===== src/rtl/rsc_pkg.sv =====
package rsc_pkg;
  localparam int unsigned RSC_SLICES_DEF = 4;
  localparam int unsigned RSC_SLICE_W_DEF = 16;
  localparam int unsigned RSC_DELAY_DEF = 2;

  function automatic int unsigned rsc_cnt_w(input int unsigned n);
    return $clog2(n + 1);
  endfunction
endpackage


===== src/rtl/rsc_pack.sv =====
module rsc_pack #(
  parameter int unsigned NSLICE = 4,
  parameter int unsigned SW = 16,
  localparam int unsigned W = NSLICE * SW
) (
  input  logic [NSLICE-1:0] en,
  input  logic [W-1:0]      din,
  output logic [NSLICE-1:0] vld,
  output logic [W-1:0]      dout
);
  int unsigned fill;

  always_comb begin
    dout = '0;
    fill = 0;
    for (int i = 0; i < NSLICE; i++) begin
      if (en[i]) begin
        dout[fill*SW +: SW] = din[i*SW +: SW];
        fill = fill + 1;
      end
    end
    for (int k = 0; k < NSLICE; k++) begin
      vld[k] = (k < fill);
    end
  end
endmodule


===== src/rtl/rsc_pipe.sv =====
module rsc_pipe #(
  parameter int unsigned NSLICE = 4,
  parameter int unsigned SW = 16,
  parameter int unsigned DELAY = 2,
  localparam int unsigned W = NSLICE * SW
) (
  input  logic              clk,
  input  logic              rst,
  input  logic [NSLICE-1:0] vld_i,
  input  logic [W-1:0]      dat_i,
  output logic [NSLICE-1:0] vld_o,
  output logic [W-1:0]      dat_o
);
  logic [NSLICE-1:0] vld_q [DELAY];
  logic [W-1:0]      dat_q [DELAY];

  always_ff @(posedge clk) begin
    if (rst) begin
      for (int j = 0; j < DELAY; j++) begin
        vld_q[j] <= '0;
        dat_q[j] <= '0;
      end
    end else begin
      vld_q[0] <= vld_i;
      dat_q[0] <= dat_i;
      for (int j = 1; j < DELAY; j++) begin
        vld_q[j] <= vld_q[j-1];
        dat_q[j] <= dat_q[j-1];
      end
    end
  end

  assign vld_o = vld_q[DELAY-1];
  assign dat_o = dat_q[DELAY-1];
endmodule


===== src/rtl/rd_slice_compactor.sv =====
module rd_slice_compactor
  import rsc_pkg::*;
#(
  parameter int unsigned NSLICE = RSC_SLICES_DEF,
  parameter int unsigned SW = RSC_SLICE_W_DEF,
  parameter int unsigned DELAY = RSC_DELAY_DEF,
  localparam int unsigned W = NSLICE * SW
) (
  input  logic              clk,
  input  logic              rst,
  input  logic [NSLICE-1:0] in_en,
  input  logic [W-1:0]      in_data,
  output logic [NSLICE-1:0] out_vld,
  output logic [W-1:0]      out_data
);
  logic [NSLICE-1:0] pk_vld;
  logic [W-1:0]      pk_data;

  rsc_pack #(.NSLICE(NSLICE), .SW(SW)) u_pack (
    .en  (in_en),
    .din (in_data),
    .vld (pk_vld),
    .dout(pk_data)
  );

  rsc_pipe #(.NSLICE(NSLICE), .SW(SW), .DELAY(DELAY)) u_pipe (
    .clk  (clk),
    .rst  (rst),
    .vld_i(pk_vld),
    .dat_i(pk_data),
    .vld_o(out_vld),
    .dat_o(out_data)
  );
endmodule


===== config.mk =====
export PLATFORM = sky130hd
export DESIGN_NAME = rd_slice_compactor
export DESIGN_NICKNAME = d
export VERILOG_FILES = /design/src/rtl/rsc_pkg.sv /design/src/rtl/rsc_pack.sv /design/src/rtl/rsc_pipe.sv /design/src/rtl/rd_slice_compactor.sv
export SDC_FILE = /design/constraint.sdc
export NUM_CORES = 1
export LEC_CHECK = 0
export BUFFER_PORTS_ARGS = -buffer_cell sky130_fd_sc_hd__buf_2
export CAP_MARGIN = 20
export CORE_ASPECT_RATIO = 0.9
export CORE_MARGIN = 1
export CORE_UTILIZATION = 52
export DETAILED_ROUTE_END_ITERATION = 6
export PLACE_DENSITY = 0.79
export SKIP_LAST_GASP = 1
export SYNTH_ARGS = -nofsm -noshare
export SYNTH_HDL_FRONTEND = slang
export SYNTH_SLANG_ARGS = --single-unit

===== constraint.sdc =====
create_clock -name clk -period 3.5 [get_ports clk]
set_input_delay 0.175 -clock clk [delete_from_list [all_inputs] [get_ports clk]]
set_output_delay 0.175 -clock clk [all_outputs]
set_load 0.02 [all_outputs]

# --- Word level (Yosys, flattened, before mapping) ---
# Memory sizes are Yosys's and may differ from the RTL's.
# Cells that the tools add are included.
totals:
  register_bits: 0
  ram_bits: 136
  input_bits: 70
  output_inout_bits: 68
  wordCells: 40
  mem_count: 2
mem_list:
  columns: ["name", "depth", "word_bits", "read_ports", "rd_ports_with_merged_regs", "wr", "line_no", "text"]
  rows:
  - ["u_pipe.dat_q", 2, 64, 2, 0, 2, "rsc_pipe.sv:15", "logic [W-1:0] dat_q [DELAY];"]
  - ["u_pipe.vld_q", 2, 4, 2, 0, 2, "rsc_pipe.sv:14", "logic [NSLICE-1:0] vld_q [DELAY];"]
op_classes:
  n_addsub: 6
  n_lt_le_gt_ge: 4
  shift: 6
  muxes: 18
  bitwise: 4
ops:
  columns: ["cell", "count"]
  rows:
  - ["two-way mux 64 bit", 5]
  - ["bitwise mux 64 bit", 3]
  - ["variable shift 16 x 34 -> 64 bit, first input constant", 3]
  - ["variable part select 16 x 34 -> 64 bit", 3]
  - ["two-way mux 32 bit", 3]
  - ["negator 32 -> 34 bit", 2]
  - ["adder 32 x 1 -> 32 bit, second input constant", 2]
  - ["< comparator 1 x 32 -> 1 bit, first input constant", 2]
  - ["< comparator 2 x 32 -> 1 bit, first input constant", 2]
  - ["negator 5 -> 34 bit", 1]
  - ["two-way mux 16 bit", 1]
  - ["two-way mux 4 bit", 2]
  - ["two-way mux 1 bit", 4]
  - ["bitwise OR 1 bit", 4]
  - ["adder 1 x 1 -> 2 bit, second input constant", 1]

# --- Logic depth before layout (Yosys ltp) ---
depth:
  word_depth: 10
  ltp_mapped: 14
  depth_no_buf: 10

# --- Cells and area by module ---
# Synthesis repeated with hierarchy kept, for this count alone.
unflattened:
  hier_cells: 616
  area_unflattened_um2: 6005.8
modules_own_cells:
  columns: ["module", "n_inst", "cells_each", "area_per_inst_um2", "seq_area_each_um2"]
  rows:
  - ["rsc_pipe", 1, 355, 4190.3, 2722.6]
  - ["rsc_pack", 1, 261, 1815.5, 0.0]

# --- Worst setup path before layout ---
# No wires, ideal clock.
synth_path:
  path_type: "input to register"
  start: "input in_en[0]"
  end: "memory u_pipe.dat_q[0][54] (netlist bit)"
  setup_time_ns: 0.065
  t_arrival_ns: 2.934
  required_time_ns: 3.435
  path_slack_ns: 0.501
  cell_stages: 14
  path_buffers: 4
  path_cell_list: "buf_2 -> buf_1 -> inv_1 -> ha_1 -> nand2_1 -> o21ai_0 -> ha_1 -> ha_1 -> nor4bb_1 -> buf_2 -> nor4b_4 -> buf_4 -> a22oi_1 -> nor2_1"
synth_lines:
  columns: ["element", "line_no", "text"]
  rows:
  - ["from (decl)", "rd_slice_compactor.sv:11", "input logic [NSLICE-1:0] in_en,"]
  - ["to (decl)", "rsc_pipe.sv:15", null]

==> impl_results.html <==
<table>
<tr><th>Metric</th><th>Value</th></tr>
<tr><th colspan="2">Routing</th></tr>
<tr><td># DRC</td><td>0</td></tr>
<tr><td>First-pass DRT Iterations</td><td>5</td></tr>
<tr><td>Antenna-violating nets left</td><td>0</td></tr>
<tr><td>Average routed wire per standard cell</td><td>18.1 um</td></tr>
<tr><td>Number of design-rule violations left by the first detailed-router iteration</td><td>400</td></tr>
<tr><td>Via count</td><td>4095</td></tr>
<tr><td>Total Routed Length</td><td>13700 um</td></tr>
<tr><td>Detailed-route vias per instance</td><td>5.41</td></tr>
<tr><th colspan="2">Layout</th></tr>
<tr><td>Layout overhead on the synthesized area</td><td>16.9%</td></tr>
<tr><td>Number of inserted filler cells in the final layout</td><td>794</td></tr>
<tr><td>Final std cell area, no fill</td><td>0.00623 mm2</td></tr>
<tr><td>Multi-input gate area in the final layout</td><td>0.00193 mm2</td></tr>
<tr><td>Final Net Count</td><td>696</td></tr>
<tr><td>Fraction of final layout cells sized beyond drive strength 1</td><td>0.301</td></tr>
<tr><td>Diodes inserted</td><td>0</td></tr>
<tr><td>Layout Utilization</td><td>0.634</td></tr>
<tr><td>Final Instance Count excl. Fillers</td><td>757</td></tr>
<tr><td>Combined flip-flop and latch cell area</td><td>0.00272 mm2</td></tr>
<tr><th colspan="2">Synth</th></tr>
<tr><td>Most area-consuming cells after synthesis</td><td>sky130_fd_sc_hd__dfxtp_1 51%, sky130_fd_sc_hd__buf_4 9.7%, sky130_fd_sc_hd__nor2b_1 8.2%, sky130_fd_sc_hd__a22oi_1 4.4%, sky130_fd_sc_hd__nor2_1 3.4%</td></tr>
<tr><td>Mux cell area share after synthesis</td><td>0</td></tr>
<tr><td>Top-area cell type share of the netlist area</td><td>0.511</td></tr>
<tr><td>Sequential-to-total area share from yosys stat</td><td>0.511</td></tr>
<tr><td>Mean instance size in the synthesized netlist</td><td>9.63 um2</td></tr>
<tr><td>Post-Synthesis Net Count</td><td>632</td></tr>
<tr><td>Synth area leader</td><td>sky130_fd_sc_hd__dfxtp_1</td></tr>
<tr><td>Post-Synthesis Cell Area</td><td>0.00533 mm2</td></tr>
<tr><td>Post-Synth XOR/XNOR Area</td><td>0</td></tr>
<tr><td>EDFF count, synth</td><td>0</td></tr>
<tr><td>Largest family of logic cells by synthesized area</td><td>simple AND/OR/NAND/NOR gates</td></tr>
<tr><td>Count of warnings emitted by yosys</td><td>0</td></tr>
<tr><td>Number of synthesized register bits</td><td>136</td></tr>
<tr><td>Main flop type after synthesis</td><td>sky130_fd_sc_hd__dfxtp_1</td></tr>
<tr><td>Adder-cell area share of the yosys netlist</td><td>0.0202</td></tr>
<tr><td>Most common cell in the netlist</td><td>sky130_fd_sc_hd__dfxtp_1</td></tr>
<tr><td>Mapped Cells</td><td>554</td></tr>
<tr><td>Commonest cells in the netlist</td><td>136 x sky130_fd_sc_hd__dfxtp_1, 70 x sky130_fd_sc_hd__nor2b_1, 69 x sky130_fd_sc_hd__buf_4, 49 x sky130_fd_sc_hd__nor2_1, 31 x sky130_fd_sc_hd__a22oi_1</td></tr>
<tr><td>Compound-Gate Fraction of Synth Area</td><td>0.146</td></tr>
<tr><td>Synth cell types</td><td>34</td></tr>
<tr><td>Async set-or-reset flop fraction in the synthesized netlist</td><td>0</td></tr>
<tr><td>Synth Area in Simple Gates</td><td>0.193</td></tr>
<tr><th colspan="2">Global routing</th></tr>
<tr><td>Global-route wire length before repair</td><td>21300 um</td></tr>
<tr><td>Initial antenna violation count</td><td>0</td></tr>
<tr><td>Grt total ovfl</td><td>0</td></tr>
<tr><td>Global router's overall resource usage</td><td>0.267</td></tr>
<tr><td>Maximum number of pins on one net before global-route repair</td><td>77</td></tr>
<tr><td>Number of global-route vias before repair</td><td>3851</td></tr>
<tr><th colspan="2">Critical path</th></tr>
<tr><td>Launch instance of the worst register-to-register path</td><td>u_pipe.dat_q[0][32]</td></tr>
<tr><td>Most used cell along the critical path</td><td>sky130_fd_sc_hd__ha_1</td></tr>
<tr><td>Maximum fanout encountered on the critical timing path</td><td>16</td></tr>
<tr><td>Required time of the worst setup path</td><td>3.75 ns</td></tr>
<tr><td>Capture point of the worst reg-to-reg path</td><td>u_pipe.dat_q[0][96]</td></tr>
<tr><td>Category of the critical setup timing path</td><td>in2reg</td></tr>
<tr><td>List of cells traversed by the critical path</td><td>buf_2 -&gt; inv_1 -&gt; fa_1 -&gt; ha_1 -&gt; ha_1 -&gt; nand4_1 -&gt; or3_1 -&gt; nand3_1 -&gt; a21oi_1</td></tr>
<tr><td>Stage delay of the slowest cell on the critical path</td><td>0.62 ns</td></tr>
<tr><td>Setup slack on the worst flop-to-flop path</td><td>2.91 ns</td></tr>
<tr><td>Slowest stage cell, crit path</td><td>sky130_fd_sc_hd__fa_1</td></tr>
<tr><td>Launching instance or port of the critical path</td><td>in_en[1]</td></tr>
<tr><td>Endpoint of the most critical setup path</td><td>u_pipe.dat_q[0][36]</td></tr>
<tr><td>CP Data Arrival Time</td><td>2.64 ns</td></tr>
<tr><td>Endpoint kind of the worst setup timing path</td><td>register</td></tr>
<tr><td>Worst reg-to-reg path cell count</td><td>1</td></tr>
<tr><td>Startpoint type of the worst setup path</td><td>input port</td></tr>
<tr><th colspan="2">Power and ir drop</th></tr>
<tr><td>Leakage power</td><td>0.00272 uW</td></tr>
<tr><td>Total power density per cell area</td><td>606 mW/mm2</td></tr>
<tr><td>VDD IR max</td><td>401 uV</td></tr>
<tr><th colspan="2">Clocking</th></tr>
<tr><td>Root Buffer Master</td><td>sky130_fd_sc_hd__clkbuf_16</td></tr>
<tr><td>TritonCTS buffer count</td><td>17</td></tr>
<tr><td>CTS tree</td><td>yes</td></tr>
<tr><td># Post-CTS Setup Buffers</td><td>0</td></tr>
<tr><td>Hold buffer count at CTS</td><td>0</td></tr>
<tr><td>Buffer depth of the longest clock path</td><td>2</td></tr>
<tr><td>CTS H-Tree Depth</td><td>4</td></tr>
<tr><td>Clock slew seen by the registers of the worst setup and hold paths</td><td>0.06 ns</td></tr>
<tr><td>Latest clock arrival within the worst-skew pair</td><td>0.41 ns</td></tr>
<tr><td>Number of clock sinks seen by CTS</td><td>136</td></tr>
<tr><td>Post-CTS sizing</td><td>0</td></tr>
<tr><th colspan="2">Die</th></tr>
<tr><td>Horizontal die dimension</td><td>109 um</td></tr>
<tr><td>Starting density of the core</td><td>0.543</td></tr>
<tr><td>Site Rows</td><td>34</td></tr>
<tr><td>Area inside the core boundary</td><td>0.00983 mm2</td></tr>
<tr><td>Vertical die dimension</td><td>98.1 um</td></tr>
<tr><td>Number of top-level design ports</td><td>138</td></tr>
<tr><td>DIE AREA</td><td>0.0107 mm2</td></tr>
<tr><th colspan="2">Timing</th></tr>
<tr><td>Final Hold Viols</td><td>0</td></tr>
<tr><td>Max-slew violation count</td><td>0</td></tr>
<tr><td>Maximum operating frequency</td><td>419 MHz</td></tr>
<tr><td>Final Critical Period</td><td>2.39 ns</td></tr>
<tr><td>Fraction of the cycle the final worst path needs</td><td>0.682</td></tr>
<tr><td>Worst max-slew margin expressed relative to the limit</td><td>0.309</td></tr>
<tr><td>Final worst clock skew</td><td>0.00962 ns</td></tr>
<tr><td>Setup repair after global routing missed its margin</td><td>false</td></tr>
<tr><td>Total Neg Setup Slack</td><td>0 ns</td></tr>
<tr><td>Setup-violating endpoint count in the final report</td><td>0</td></tr>
<tr><td>Actual transition at the worst max-transition pin</td><td>1.03 ns</td></tr>
<tr><td>Hold Worst Slack</td><td>0.0616 ns</td></tr>
<tr><th colspan="2">Worst hold path</th></tr>
<tr><td>Class of the most critical hold timing path</td><td>in2reg</td></tr>
<tr><th colspan="2">Placement</th></tr>
<tr><td>Placed wire-length estimate</td><td>9610 um</td></tr>
<tr><td>Placed cell area</td><td>0.00565 mm2</td></tr>
<tr><td>Routability congestion estimate</td><td>0.919</td></tr>
<tr><td>Instance count after placement with tap cells included</td><td>725</td></tr>
<tr><td>Buffers added on ports</td><td>137</td></tr>
<tr><th colspan="2">Outcome</th></tr>
<tr><td>Run status</td><td>finished, final reports clean</td></tr>
<tr><th colspan="2">Run</th></tr>
<tr><td>Max Cap Viol</td><td>0</td></tr>
</table>
-- final cells by class --
class                   count  share of cell area
clock buffers              18              0.0688
clock inverters            14              0.0251
inverters                   6             0.00361
multi-input cells         305               0.310
flip-flops and latches    136               0.437
well taps                 126              0.0253
repair buffers            152               0.130
-- layer usage --
| metal | vias up | share of wire | global-route usage |
|---|---|---|---|
| li1 | 1971 | - | - |
| met1 | 1916 | 0.49 | 0.405 |
| met2 | 187 | 0.42 | 0.359 |
| met3 | 21 | 0.081 | 0.0694 |
| met4 | 0 | 0.016 | 0.0946 |
| met5 | - | 0 | 0 |
-- metrics by stage --
| step | setup slack, ns | total power, uW |
|---|---|---|
| after detailed placement | 0.717 | 2050 |
| after global placement | 0.749 | 2050 |
| final | 1.11 | 3780 |
| after floorplan | 0.501 | 1920 |
| after CTS | 1.15 | 3790 |
| after global routing | 0.978 | 3900 |
-- sequential cells by signal, summed over array words and instances (netlist names) --
signal        cells
u_pipe.vld_q      8
u_pipe.dat_q    128
-- report_power, final --
group	switching (uW)	internal, uW	leakage [uW]
registers	15.7	1620	0.00111
clock network	744	1010	0.000281
logic	240	149	0.00133
-- how the worst min path moves through the flow --
stage | startpoint | end | slack (ns) | depth (start not counted)
after floorplan | in_en[3] | u_pipe.vld_q[0][2] | 0.29 | 1
after global placement | u_pipe.vld_q[0][2] | u_pipe.vld_q[0][6] | 0.41 | 1
after detailed placement | u_pipe.dat_q[0][54] | u_pipe.dat_q[0][118] | 0.43 | 1
after CTS | in_data[60] | u_pipe.dat_q[0][44] | 0.05 | 3
after global routing | in_data[60] | u_pipe.dat_q[0][44] | 0.06 | 3
final | in_data[60] | u_pipe.dat_q[0][44] | 0.06 | 3
-- cells by family after synthesis --
group	after synthesis
adders and majority gates	8
and+or+nand+nor	193
DFF	136
buffers and inverters	113
AOI/OAI and AO/OA	104
-- cells in the final DEF (no fill, tap or decap), types with 17 or more instances in the layout --
cell type and instances:
sky130_fd_sc_hd__nor2b_1 70, sky130_fd_sc_hd__nor3_1 20, sky130_fd_sc_hd__dfxtp_1 136, sky130_fd_sc_hd__a211oi_1 18, sky130_fd_sc_hd__a221oi_1 17, sky130_fd_sc_hd__nand3_1 17, sky130_fd_sc_hd__nand2_1 21, sky130_fd_sc_hd__buf_2 136
sky130_fd_sc_hd__clkbuf_16 17, sky130_fd_sc_hd__nor2_1 49, sky130_fd_sc_hd__a22oi_1 31
-- worst max-delay path, delay by kind of cell --
family                     cells  cell delay (ns)
adders and majority gates      3             1.21
AOI/OAI and AO/OA              1             0.09
buffers and inverters          2             0.21
and+or+nand+nor                3             0.94
No activity file was read; power rests on OpenSTA's default activity.
